$ cat config.mk
export PLATFORM = sky130hd
export DESIGN_NAME = regspace_decoder
export DESIGN_NICKNAME = d
export VERILOG_FILES = /design/src/rtl/rsd_pkg.sv /design/src/rtl/rsd_range_match.sv /design/src/rtl/rsd_ipr_check.sv /design/src/rtl/rsd_local_regs.sv /design/src/rtl/regspace_decoder.sv
export SDC_FILE = /design/constraint.sdc
export NUM_CORES = 1
export LEC_CHECK = 0
export BUFFER_PORTS_ARGS = -buffer_cell sky130_fd_sc_hd__buf_2
export CORE_AREA = 2 2 121 123
export DETAILED_ROUTE_END_ITERATION = 8
export DIE_AREA = 0 0 123 125
export PLACE_DENSITY = 0.76
export RECOVER_POWER = 25
export SLEW_MARGIN = 20
export SYNTH_ARGS = -nofsm -noshare
export SYNTH_HDL_FRONTEND = slang
export SYNTH_SLANG_ARGS = --single-unit
$ cat constraint.sdc
create_clock -name clk -period 1.8 [get_ports clk]
set_input_delay 0.18 -clock clk [delete_from_list [all_inputs] [get_ports clk]]
set_output_delay 0.18 -clock clk [all_outputs]
set_load 0.005 [all_outputs]
$ cat src/rtl/rsd_pkg.sv
package rsd_pkg;

   localparam int NRANGE    = 6;
   localparam int LOCAL_IDX = 2;
   localparam int DW        = 32;

   localparam logic [31:0] ROM_LO    = 32'h2004_0000;
   localparam logic [31:0] ROM_BYTES = 32'h0002_0000;

   // ordered table: lower index wins
   localparam logic [31:0] RNG_LO [NRANGE] = '{
      32'h2008_0000, ROM_LO, 32'h2014_0000,
      32'h2014_0400, 32'h2010_0000, 32'h2000_0000};
   localparam logic [31:0] RNG_HI [NRANGE] = '{
      32'h2008_8000, ROM_LO + (ROM_BYTES << 1), 32'h2014_0400,
      32'h2014_0800, 32'h2020_0000, 32'h2000_1000};
   localparam logic [NRANGE-1:0] RNG_CAN_RD = 6'b101111;
   localparam logic [NRANGE-1:0] RNG_CAN_WR = 6'b111101;

   // local register word indices
   localparam logic [7:0] LW_BASE = 8'h00;
   localparam logic [7:0] LW_CONF = 8'h04;
   localparam logic [7:0] LW_TMO  = 8'h08;

   localparam logic [31:0] BASE_ONE  = 32'h2000_0000;
   localparam logic [31:0] BASE_RST  = 32'h2014_0000;
   localparam logic [31:0] CNF_RW    = 32'h0BF7_F777;
   localparam logic [23:0] TMO_IVAL0 = 24'h0;

   function automatic logic [31:0] lane_mask(input logic [3:0] be);
      logic [31:0] m;
      for (int i = 0; i < 4; i++) m[8*i +: 8] = {8{be[i]}};
      return m;
   endfunction

endpackage

$ cat src/rtl/rsd_range_match.sv
module rsd_range_match
   import rsd_pkg::*;
(
   input  logic              clk,
   input  logic              rst_n,
   input  logic              valid,
   input  logic              is_wr,
   input  logic [31:0]       addr,
   output logic [NRANGE-1:0] hit,
   output logic              claimed
);

   logic [NRANGE-1:0] raw;

   for (genvar i = 0; i < NRANGE; i++) begin : g_rng
      if (RNG_HI[i] <= RNG_LO[i]) begin : g_bad
         $error("range %0d has an empty span", i);
      end
      assign raw[i] = (addr >= RNG_LO[i]) && (addr < RNG_HI[i]) &&
                      (is_wr ? RNG_CAN_WR[i] : RNG_CAN_RD[i]);
   end

   always_comb begin
      logic found;
      found = 1'b0;
      hit   = '0;
      for (int i = 0; i < NRANGE; i++) begin
         if (raw[i] && !found) begin
            hit[i] = 1'b1;
            found  = 1'b1;
         end
      end
   end

   assign claimed = |hit;

   // at most one winner, and a winner implies a candidate
   a_r1_single_winner: assert property (@(posedge clk) disable iff (!rst_n)
      valid |-> ($onehot0(hit) && ((hit & ~raw) == '0)));

   // a direction-incapable range never wins
   a_r2_capability: assert property (@(posedge clk) disable iff (!rst_n)
      valid |-> ((hit & (is_wr ? ~RNG_CAN_WR : ~RNG_CAN_RD)) == '0));

endmodule

$ cat src/rtl/rsd_ipr_check.sv
module rsd_ipr_check #(
   parameter int                     IPR_W    = 6,
   parameter logic [(1<<IPR_W)-1:0]  KNOWN_RD = '0,
   parameter logic [(1<<IPR_W)-1:0]  KNOWN_WR = '0
) (
   input  logic             valid,
   input  logic             write,
   input  logic [IPR_W-1:0] num,
   output logic             sel,
   output logic             unknown
);

   if (IPR_W < 1 || IPR_W > 8) begin : g_bad_w
      $error("IPR_W must be 1..8");
   end

   logic known;
   assign known   = write ? KNOWN_WR[num] : KNOWN_RD[num];
   assign sel     = valid & known;
   assign unknown = valid & ~known;

endmodule

$ cat src/rtl/rsd_local_regs.sv
module rsd_local_regs
   import rsd_pkg::*;
(
   input  logic        clk,
   input  logic        rst_n,
   input  logic        wr_en,
   input  logic [7:0]  widx,
   input  logic [3:0]  be,
   input  logic [31:0] wdata,
   input  logic        set_to,
   input  logic        set_rw,
   input  logic        nvr_present,
   output logic [31:0] rdata
);

   logic [18:0] base_f;
   logic [31:0] cnf_rw;
   logic        cnf_blo;
   logic        to_flag;
   logic        rw_flag;
   logic [23:0] to_ival;
   logic        nvr_q;

   logic [31:0] rd_base, rd_cnf, rd_tmo, merged, lm;
   logic        wr_base, wr_cnf, wr_tmo, nvr_rise, nvr_fall;

   assign rd_base = BASE_ONE | {3'b000, base_f, 10'b0};
   assign rd_cnf  = {cnf_blo, 31'b0} | cnf_rw;
   assign rd_tmo  = {to_flag, rw_flag, 6'b0, to_ival};

   always_comb begin
      unique case (widx)
         LW_BASE: rdata = rd_base;
         LW_CONF: rdata = rd_cnf;
         LW_TMO:  rdata = rd_tmo;
         default: rdata = '0;
      endcase
   end

   assign lm      = lane_mask(be);
   assign merged  = (rdata & ~lm) | (wdata & lm);
   assign wr_base = wr_en && (widx == LW_BASE);
   assign wr_cnf  = wr_en && (widx == LW_CONF);
   assign wr_tmo  = wr_en && (widx == LW_TMO);
   assign nvr_rise = nvr_present & ~nvr_q;
   assign nvr_fall = ~nvr_present & nvr_q;

   always_ff @(posedge clk or negedge rst_n) begin
      if (!rst_n) begin
         base_f  <= BASE_RST[28:10];
         cnf_rw  <= '0;
         cnf_blo <= 1'b0;
         to_flag <= 1'b0;
         rw_flag <= 1'b0;
         to_ival <= TMO_IVAL0;
         nvr_q   <= 1'b1;
      end else begin
         nvr_q <= nvr_present;
         if (wr_base) base_f <= merged[28:10];
         if (wr_cnf)  cnf_rw <= merged & CNF_RW;
         if (nvr_fall)                     cnf_blo <= 1'b1;
         else if (nvr_rise)                cnf_blo <= 1'b0;
         else if (wr_cnf && merged[31])    cnf_blo <= 1'b0;
         if (wr_tmo) to_ival <= merged[23:0];
         to_flag <= set_to | (to_flag & ~(wr_tmo & merged[31]));
         rw_flag <= set_rw | (rw_flag & ~(wr_tmo & merged[30]));
      end
   end

   // a set in the same cycle as a clear leaves the flag set
   a_r6_set_wins: assert property (@(posedge clk) disable iff (!rst_n)
      set_to |=> to_flag);
   // sticky until written
   a_r6_sticky: assert property (@(posedge clk) disable iff (!rst_n)
      (to_flag && !wr_tmo) |=> to_flag);
   // a memory-path miss marks the read/write flag
   a_r4_rw_flag: assert property (@(posedge clk) disable iff (!rst_n)
      set_rw |=> (rw_flag && to_flag));
   // attach clears battery low, detach sets it
   a_r9_attach_clears: assert property (@(posedge clk) disable iff (!rst_n)
      (nvr_present && !nvr_q) |=> !cnf_blo);
   a_r9_detach_sets: assert property (@(posedge clk) disable iff (!rst_n)
      (!nvr_present && nvr_q) |=> cnf_blo);

endmodule

$ cat src/rtl/regspace_decoder.sv
module regspace_decoder
   import rsd_pkg::*;
#(
   parameter int                    IPR_W        = 6,
   parameter logic [(1<<IPR_W)-1:0] IPR_KNOWN_RD = 64'h0000_000F_F900_0000,
   parameter logic [(1<<IPR_W)-1:0] IPR_KNOWN_WR = 64'h0080_000F_F900_0000
) (
   input  logic                 clk,
   input  logic                 rst_n,
   input  logic                 acc_valid,
   input  logic                 acc_write,
   input  logic [31:0]          acc_addr,
   input  logic [3:0]           acc_be,
   input  logic [31:0]          acc_wdata,
   output logic [31:0]          acc_rdata,
   output logic [NRANGE-1:0]    tgt_sel,
   input  logic [NRANGE*DW-1:0] tgt_rdata,
   output logic                 mchk,
   input  logic                 ipr_valid,
   input  logic                 ipr_write,
   input  logic [IPR_W-1:0]     ipr_num,
   output logic                 ipr_sel,
   input  logic                 nvr_present
);

   logic [NRANGE-1:0] hit;
   logic              claimed, miss, ipr_unknown;
   logic [31:0]       local_rdata, ext_rdata;
   logic              mchk_q;

   rsd_range_match i_match (
      .clk     (clk),
      .rst_n   (rst_n),
      .valid   (acc_valid),
      .is_wr   (acc_write),
      .addr    (acc_addr),
      .hit     (hit),
      .claimed (claimed)
   );

   rsd_ipr_check #(
      .IPR_W    (IPR_W),
      .KNOWN_RD (IPR_KNOWN_RD),
      .KNOWN_WR (IPR_KNOWN_WR)
   ) i_ipr (
      .valid   (ipr_valid),
      .write   (ipr_write),
      .num     (ipr_num),
      .sel     (ipr_sel),
      .unknown (ipr_unknown)
   );

   assign miss = acc_valid & ~claimed;

   rsd_local_regs i_regs (
      .clk         (clk),
      .rst_n       (rst_n),
      .wr_en       (acc_valid & acc_write & hit[LOCAL_IDX]),
      .widx        (acc_addr[9:2]),
      .be          (acc_be),
      .wdata       (acc_wdata),
      .set_to      (miss | ipr_unknown),
      .set_rw      (miss),
      .nvr_present (nvr_present),
      .rdata       (local_rdata)
   );

   always_comb begin
      ext_rdata = '0;
      for (int i = 0; i < NRANGE; i++)
         if (hit[i]) ext_rdata = tgt_rdata[DW*i +: DW];
   end

   assign tgt_sel   = acc_valid ? hit : '0;
   assign acc_rdata = (!acc_valid || acc_write) ? '0 :
                      hit[LOCAL_IDX] ? local_rdata : ext_rdata;

   always_ff @(posedge clk or negedge rst_n) begin
      if (!rst_n) mchk_q <= 1'b0;
      else        mchk_q <= miss;
   end
   assign mchk = mchk_q;

   // an unclaimed access is followed by a machine-check pulse
   a_r4_mchk_after_miss: assert property (@(posedge clk) disable iff (!rst_n)
      (acc_valid && !claimed) |=> mchk);
   // without a memory-path miss, no machine check, whatever the IPR path does
   a_r5_no_mchk_from_ipr: assert property (@(posedge clk) disable iff (!rst_n)
      !(acc_valid && !claimed) |=> !mchk);
   // unclaimed reads return zero
   a_r4_miss_reads_zero: assert property (@(posedge clk) disable iff (!rst_n)
      (acc_valid && !acc_write && tgt_sel == '0) |-> (acc_rdata == '0));

endmodule

==> impl_metrics.ini, run 1 <==
[status]
status = complete, but fails checks
violations = negative setup slack

[logic_synthesis]
synth.distinct_cells = 57
seq_area_frac_synth_pct = 33.3
synthesis.nets = 938
synth_top_area_share_pct = 31.9
synthDominantAreaCellType = dfrtp_1
yosysWarnings = 0
synth_edf_count = 0
synth_seq_cells = 71
async_flop_share_pct = 100
syn-instance-count = 664
syn_area_um2 = 5340
syn_area_per_cell_um2 = 8.05
ys.flop_type = dfrtp_1
synth_area_leaders = dfrtp_1, nand2_1, o21ai_0

[global_routing]
antenna_found_initial = 1
overflow = 0
track_usage_pct = 32.6
grt_pass1_wl_um = 38400
grt_max_degree = 33
first_global_vias = 7138

[sta]
timing.fmax_mhz = 406
rsz0062_at_grt = true
hold_violations = 0
layout_min_cycle_time_ps = 2470
worst_pin_slew_ps = 1120
slew_headroom_pct = 25.4
finalSetupViolations = 105
period_share_pct = 137
finClkSkew_ps = 8.69
setup_slack_ps = -666
drv_slew = 0

[cells_and_area]
syn_to_final_growth_pct = 77.4
fin_nets = 1302
final_cell_mix = buf_2, dfrtp_1, buf_4
layout-drive-gt1-share_pct = 58.6
finish.utilization_pct = 66.7
fin_area_um2 = 9480
layout_commonest_cell = buf_2

[worst_setup_path]
crit_fanout = 7
rr_worst_depth = 6
crit_family = simple AND/OR/NAND/NOR gates
r2r-start = i_regs.cnf_rw[15]$_DFFE_PN0P_
cp-end-kind = primary output
worstSetupPathType = primary input to primary output
crit_required_ps = 1620
arrival_ps = 2290
r2r_setup_slack_ps = 190
max_stage_delay_ps = 590
path_cells = buf_2 > or4_4 > buf_6 > nor4_4 > o21a_1 > buf_6 > buf_12 > buf_12 > nand2_2 > a21oi_2 > buf_2
cp-start-kind = primary input
r2r-end = i_regs.cnf_rw[15]$_DFFE_PN0P_
crit_slowest_cell = or4_4
crit_buf_inv = 6

[clocking]
cts-root-buf = clkbuf_16
cts_tree = done
htreeDepth = 3
clockBufferDepth = 2
numClockSinks = 71
cts_made_buffers = 9
clock_latency_ps = 340
clkTransAtPathRegs_ps = 60

[pwr]
power.switching_mw = 1.05
peakVddDrop_uv = 522
leakage_nw = 4.31
seqPwrFrac_pct = 39.1
p_comb_share_pct = 17.2
p_int_mw = 3.05
powerDensity_nw_per_um2 = 433
total_power_mw = 4.10
power_frac_clock_pct = 43.7
sw_frac_of_total_pct = 25.7

[route]
post-route-drc-count = 0
via_per_inst = 6.12
vias = 7449
dr.pass1.iters = 5
drt-initial-drc-count = 776
ant_nets = 0
wl_per_cell_um = 22.3
routed_wl_um = 27100

[floorplan]
start_util_pct = 37.6
die_area_um2 = 15400
die_h_um = 125
die_x_um = 123
num_rows = 44
io_pins = 313
coreArea_um2 = 14200

[place]
portBuffers = 275
dpl.hpwl_um = 17200
place.gp.congestion = 1.01
dpl_cell_area_um2 = 7710
post-place-ws_ps = -620

[flow_run]
maxCapViolCount = 0

[min_path]
hold_depth = 2
hold-path-endpoint = i_regs.to_ival[7]$_DFFE_PN0P_
hold_path.class = primary input to register
worstHoldStart = acc_wdata[7]
-- how the worst max path moves through the flow --
stage / from / endpoint / slack [ps] / cells after the start
3_5_place_dp: acc_addr[26] / acc_rdata[19] / -620 / 9
5_1_grt: acc_addr[17] / acc_rdata[10] / -730 / 8
2_1_floorplan: acc_addr[21] / acc_rdata[23] / -200 / 7
3_3_place_gp: acc_addr[26] / acc_rdata[19] / -640 / 9
6_report: acc_addr[25] / acc_rdata[0] / -670 / 11
4_1_cts: acc_addr[17] / acc_rdata[10] / -550 / 8
-- metrics by stage --
stage / std cells / hold slack [ps] / TNS, ps
2_1_floorplan: 664 / -116 / -9640
3_3_place_gp: 1149 / 156 / -44850
3_5_place_dp: 1149 / 149 / -47590
4_1_cts: 1207 / 70.9 / -21680
5_1_grt: 1218 / 77.1 / -37050
6_report: 1218 / 71.9 / -31190
-- cell type report --
type | count | area [um2]
inverter | 6 | 22.5
fill | 1068 | 4730
clock inverter | 6 | 60.1
timing repair buffer | 418 | 3220
antenna | 1 | 2.50
clock buffer | 10 | 239
sequential | 71 | 1780
tap | 184 | 230
multi-input combinational | 522 | 3920
-- power groups by stage --
stage	sequential (mW)	clock, mW	combinational (mW)
global placement	1.63	0	0.622
finish	1.60	1.79	0.705
detailed placement	1.63	0	0.624
global route	1.60	1.88	0.751
CTS	1.60	1.78	0.661
floorplan	1.63	0	0.182
-- cell usage after synthesis (6+ instances only) --
master       n
nand2_1    109
o21ai_0     70
dfrtp_1     68
a21oi_1     65
clkbuf_1    48
a22oi_1     38
nor2_1      35
o2111a_1    30
nand4_1     29
nor3_1      24
mux2i_1     19
mux2_2      12
buf_2       11
a2bb2oi_1    9
mux2_1       7
inv_1        6
-- routing by layer --
layer | vias up | GRT usage, % | wire length (um)
met1 | 3557 | 40.1 | 10100
met2 | 525 | 56.3 | 13400
li1 | 3252 | - | -
met3 | 115 | 6.07 | 2400
met4 | 0 | 12.2 | 1280
met5 | - | 0 | 0
-- what timing repair did --
| action | in CTS | in global routing |
|---|---|---|
| endpoints found under the hold margin | 17 | 0 |
| endpoints found under the setup margin | 100 | 107 |
| buffers inserted | 24 | 5 |
| gates resized for setup | 124 | 114 |
| pin swaps | 37 | 47 |
| gates cloned | 19 | 5 |
| hold buffers | 2 | 0 |
-- registers in the layout, summed over array words and instances, names as in the netlist --
signal          cells
i_regs.base_f      19
i_regs.cnf_blo      1
i_regs.cnf_rw      23
i_regs.nvr_q        1
i_regs.rw_flag      1
i_regs.to_flag      1
i_regs.to_ival     24
mchk                1
-- cells by family after synthesis --
group / Yosys count / share of synthesized area [%]
AOI/OAI and AO/OA: 235 / 29.5
adders and majority gates: 1 / 0.234
buffers and inverters: 73 / 5.95
DFF: 71 / 33.3
muxes: 38 / 7.56
and+or+nand+nor: 246 / 23.4
Note: power is estimated with default switching activity, not from simulation.
==> inputs of run 2 (changes only) <==
--- a/config.mk
+++ b/config.mk
@@ -6,12 +6,14 @@
 export NUM_CORES = 1
 export LEC_CHECK = 0
 export BUFFER_PORTS_ARGS = -buffer_cell sky130_fd_sc_hd__buf_2
-export CORE_AREA = 2 2 121 123
+export CORE_AREA = 2 2 120 122
 export DETAILED_ROUTE_END_ITERATION = 8
-export DIE_AREA = 0 0 123 125
-export PLACE_DENSITY = 0.76
+export DIE_AREA = 0 0 122 124
+export PLACE_DENSITY = 0.79
 export RECOVER_POWER = 25
+export SETUP_SLACK_MARGIN = 0.02
 export SLEW_MARGIN = 20
 export SYNTH_ARGS = -nofsm -noshare
 export SYNTH_HDL_FRONTEND = slang
+export SYNTH_HIERARCHICAL = 1
 export SYNTH_SLANG_ARGS = --single-unit
==> impl_metrics.ini, run 2 <==
[status]
status = complete, but fails checks
violations = negative setup slack

[cells_and_area]
top_regs = i_regs/to_ival (24), i_regs/cnf_rw (23), i_regs/base_f (19)
multi_input_area_um2 = 3820
layout-drive-gt1-share_pct = 55.0
stdcell_count = 1189
layout_commonest_cell = buf_2
largest_reg_flops = 24
fillers = 1075
final_cell_mix = buf_2, buf_4, dfrtp_1
syn_to_final_growth_pct = 64.4
top_register = i_regs/to_ival
fin_nets = 1272
seq_area_um2 = 1780
fin_area_um2 = 9110

[global_routing]
antenna_found_initial = 6
grt_max_degree = 33
grt_pass1_wl_um = 35800
overflow = 0
first_global_vias = 6814
track_usage_pct = 31.2

[route]
post-route-drc-count = 0
vias = 7065
wl_met2_um = 12100
via_per_inst = 5.94
wl_met3_um = 2250
highest_layer = met4
ant_nets = 0
routed_wl_um = 24700
drt-initial-drc-count = 559
drt-met1-wl_um = 9620
dr.pass1.iters = 5
wl_per_cell_um = 20.8

[logic_synthesis]
synthDominantAreaCellType = dfrtp_1
syn_area_per_cell_um2 = 8.54
ys.flop_type = dfrtp_1
synth_xor_area_share_pct = 0
synth_compound_area_share_pct = 29.3
synthesis.nets = 923
async_flop_share_pct = 100
synthMuxAreaShare_pct = 12.2
synth_top_area_share_pct = 30.7
seq_area_frac_synth_pct = 32.1
synthAdderAreaFrac_pct = 0.226
synth-simple-area-share_pct = 17.3
synth_seq_cells = 71
synth_top_family_by_area = compound AO/OA/AOI/OAI gates
yosysWarnings = 6
synth_edf_count = 0
syn_area_um2 = 5540
synth_area_leaders = dfrtp_1, mux2_2, a21oi_1
synth_most_common_cell = a21oi_1
synth_commonest_cells = a21oi_1, dfrtp_1, nor2_1
syn-instance-count = 649
synth.distinct_cells = 50

[worst_setup_path]
crit_required_ps = 1620
r2r_setup_slack_ps = 270
cp-end-kind = primary output
r2r-start = i_regs/cnf_rw[21]$_DFFE_PN0P_
rr_worst_depth = 4
arrival_ps = 2350
worstSetupPathType = primary input to primary output
r2r-end = i_regs/base_f[11]$_DFFE_PN0P_
cp-start-kind = primary input
crit_fanout = 21

[place]
dpl.hpwl_um = 17000
dp.cells = 1136
dpl_cell_area_um2 = 7920
post-place-ws_ps = -902
portBuffers = 277
place.gp.congestion = 0.957

[clocking]
cts_made_buffers = 9
numClockSinks = 71
cts-root-buf = clkbuf_16
htreeDepth = 3
clock_latency_ps = 340
clockBufferDepth = 2
clkTransAtPathRegs_ps = 60
cts_tree = done

[sta]
slew_headroom_pct = 54.8
timing.fmax_mhz = 395
period_share_pct = 141
worst_pin_slew_ps = 678
setup_slack_ps = -735
drv_slew = 0
finalSetupViolations = 106
rsz0062_at_grt = true
holdWs_ps = 75.3
layout_min_cycle_time_ps = 2530
hold_violations = 0
finClkSkew_ps = 7.86

[min_path]
hold-path-endpoint = i_regs/base_f[18]$_DFFE_PN0P_
hold_path.class = primary input to register
hold_depth = 2
worstHoldStart = acc_wdata[28]

[floorplan]
die_x_um = 122
io_pins = 313
coreArea_um2 = 13700
die_area_um2 = 15100
die_h_um = 124
start_util_pct = 40.4
num_rows = 43

[flow_run]
maxCapViolCount = 0

[pwr]
powerDensity_nw_per_um2 = 428
total_power_mw = 3.90
leakage_nw = 4.28
peakVddDrop_uv = 418
run 2: cell types whose count changed after synthesis, moves of 11 or more:
cell	delta
a221o_1	+29
a21oi_1	+11
nor2_1	+14
a22oi_1	-29
o21ai_0	-31
nand4_1	-26
inv_1	+35
a31oi_1	+14
nor3_1	-14
nand3b_1	+33
a221oi_1	+34
nand2_1	-76
mux2_2	+22
o2111a_1	-30
run 2: worst max-delay path by stage:
stage | depth (start not counted) | from | slack, ps | to
after floorplan | 11 | acc_addr[14] | -1030 | i_regs/base_f[11]$_DFFE_PN0P_
after global placement | 12 | acc_addr[14] | -820 | acc_rdata[19]
after detailed placement | 12 | acc_addr[14] | -900 | acc_rdata[1]
after CTS | 10 | acc_addr[14] | -730 | acc_rdata[12]
after global routing | 11 | acc_addr[14] | -790 | acc_rdata[21]
final | 11 | acc_addr[16] | -730 | acc_rdata[10]
run 2: per-stage QoR:
step	util, %	setup TNS (ps)
after floorplan	-	-67280
after global placement	57.7	-72660
after detailed placement	57.7	-78600
after CTS	65.0	-54840
after global routing	66.4	-67550
final	66.4	-61890
run 2: area by class of cell:
| cell class | count | area share, % |
|---|---|---|
| Multi-Input combinational cell | 471 | 41.9 |
| Timing Repair Buffer | 404 | 31.2 |
| Sequential cell | 71 | 19.6 |
| Clock buffer | 13 | 2.75 |
| Tap cell | 180 | 2.47 |
| Inverter | 41 | 1.72 |
| Clock inverter | 3 | 0.220 |
| Antenna cell | 6 | 0.165 |
run 2: power breakdown:
part	total [mW]	internal [mW]	switching (mW)
clock	1.63	0.969	0.666
sequential	1.61	1.60	0.00376
combinational	0.654	0.330	0.325
run 2: kinds of logic (layout without fill, tap and decap cells):
| logic type | count (synthesis) | in the layout |
|---|---|---|
| adders and majority gates | 1 | 1 |
| other | 0 | 6 |
| buffers and inverters | 107 | 461 |
| muxes | 60 | 60 |
| and+or+nand+nor | 172 | 172 |
| DFF | 71 | 71 |
| AOI/OAI and AO/OA | 238 | 238 |
run 2: timing repair:
| item | CTS | global route |
|---|---|---|
| endpoints found under the hold margin | 21 | 0 |
| hold buffers | 2 | 0 |
| cloned | 7 | 3 |
| gates resized for setup | 106 | 35 |
| setup endpoints to repair | 106 | 107 |
| pin swaps | 5 | 6 |
| setup buffers | 15 | 8 |
run 2: worst max-delay path, stage by stage:
cell	delay (ps)
buf_2	100
nor2_1	130
nor4b_1	490
inv_1	190
nor4_2	250
buf_4	180
nor2b_4	60
buf_12	150
a221oi_1	390
a21oi_2	90
buf_2	130
run 2: routing by layer:
metal,vias to the layer above,track usage (%)
met5,-,0
met3,72,5.31
li1,3152,-
met2,439,51.8
met1,3402,40.2
met4,0,13.1
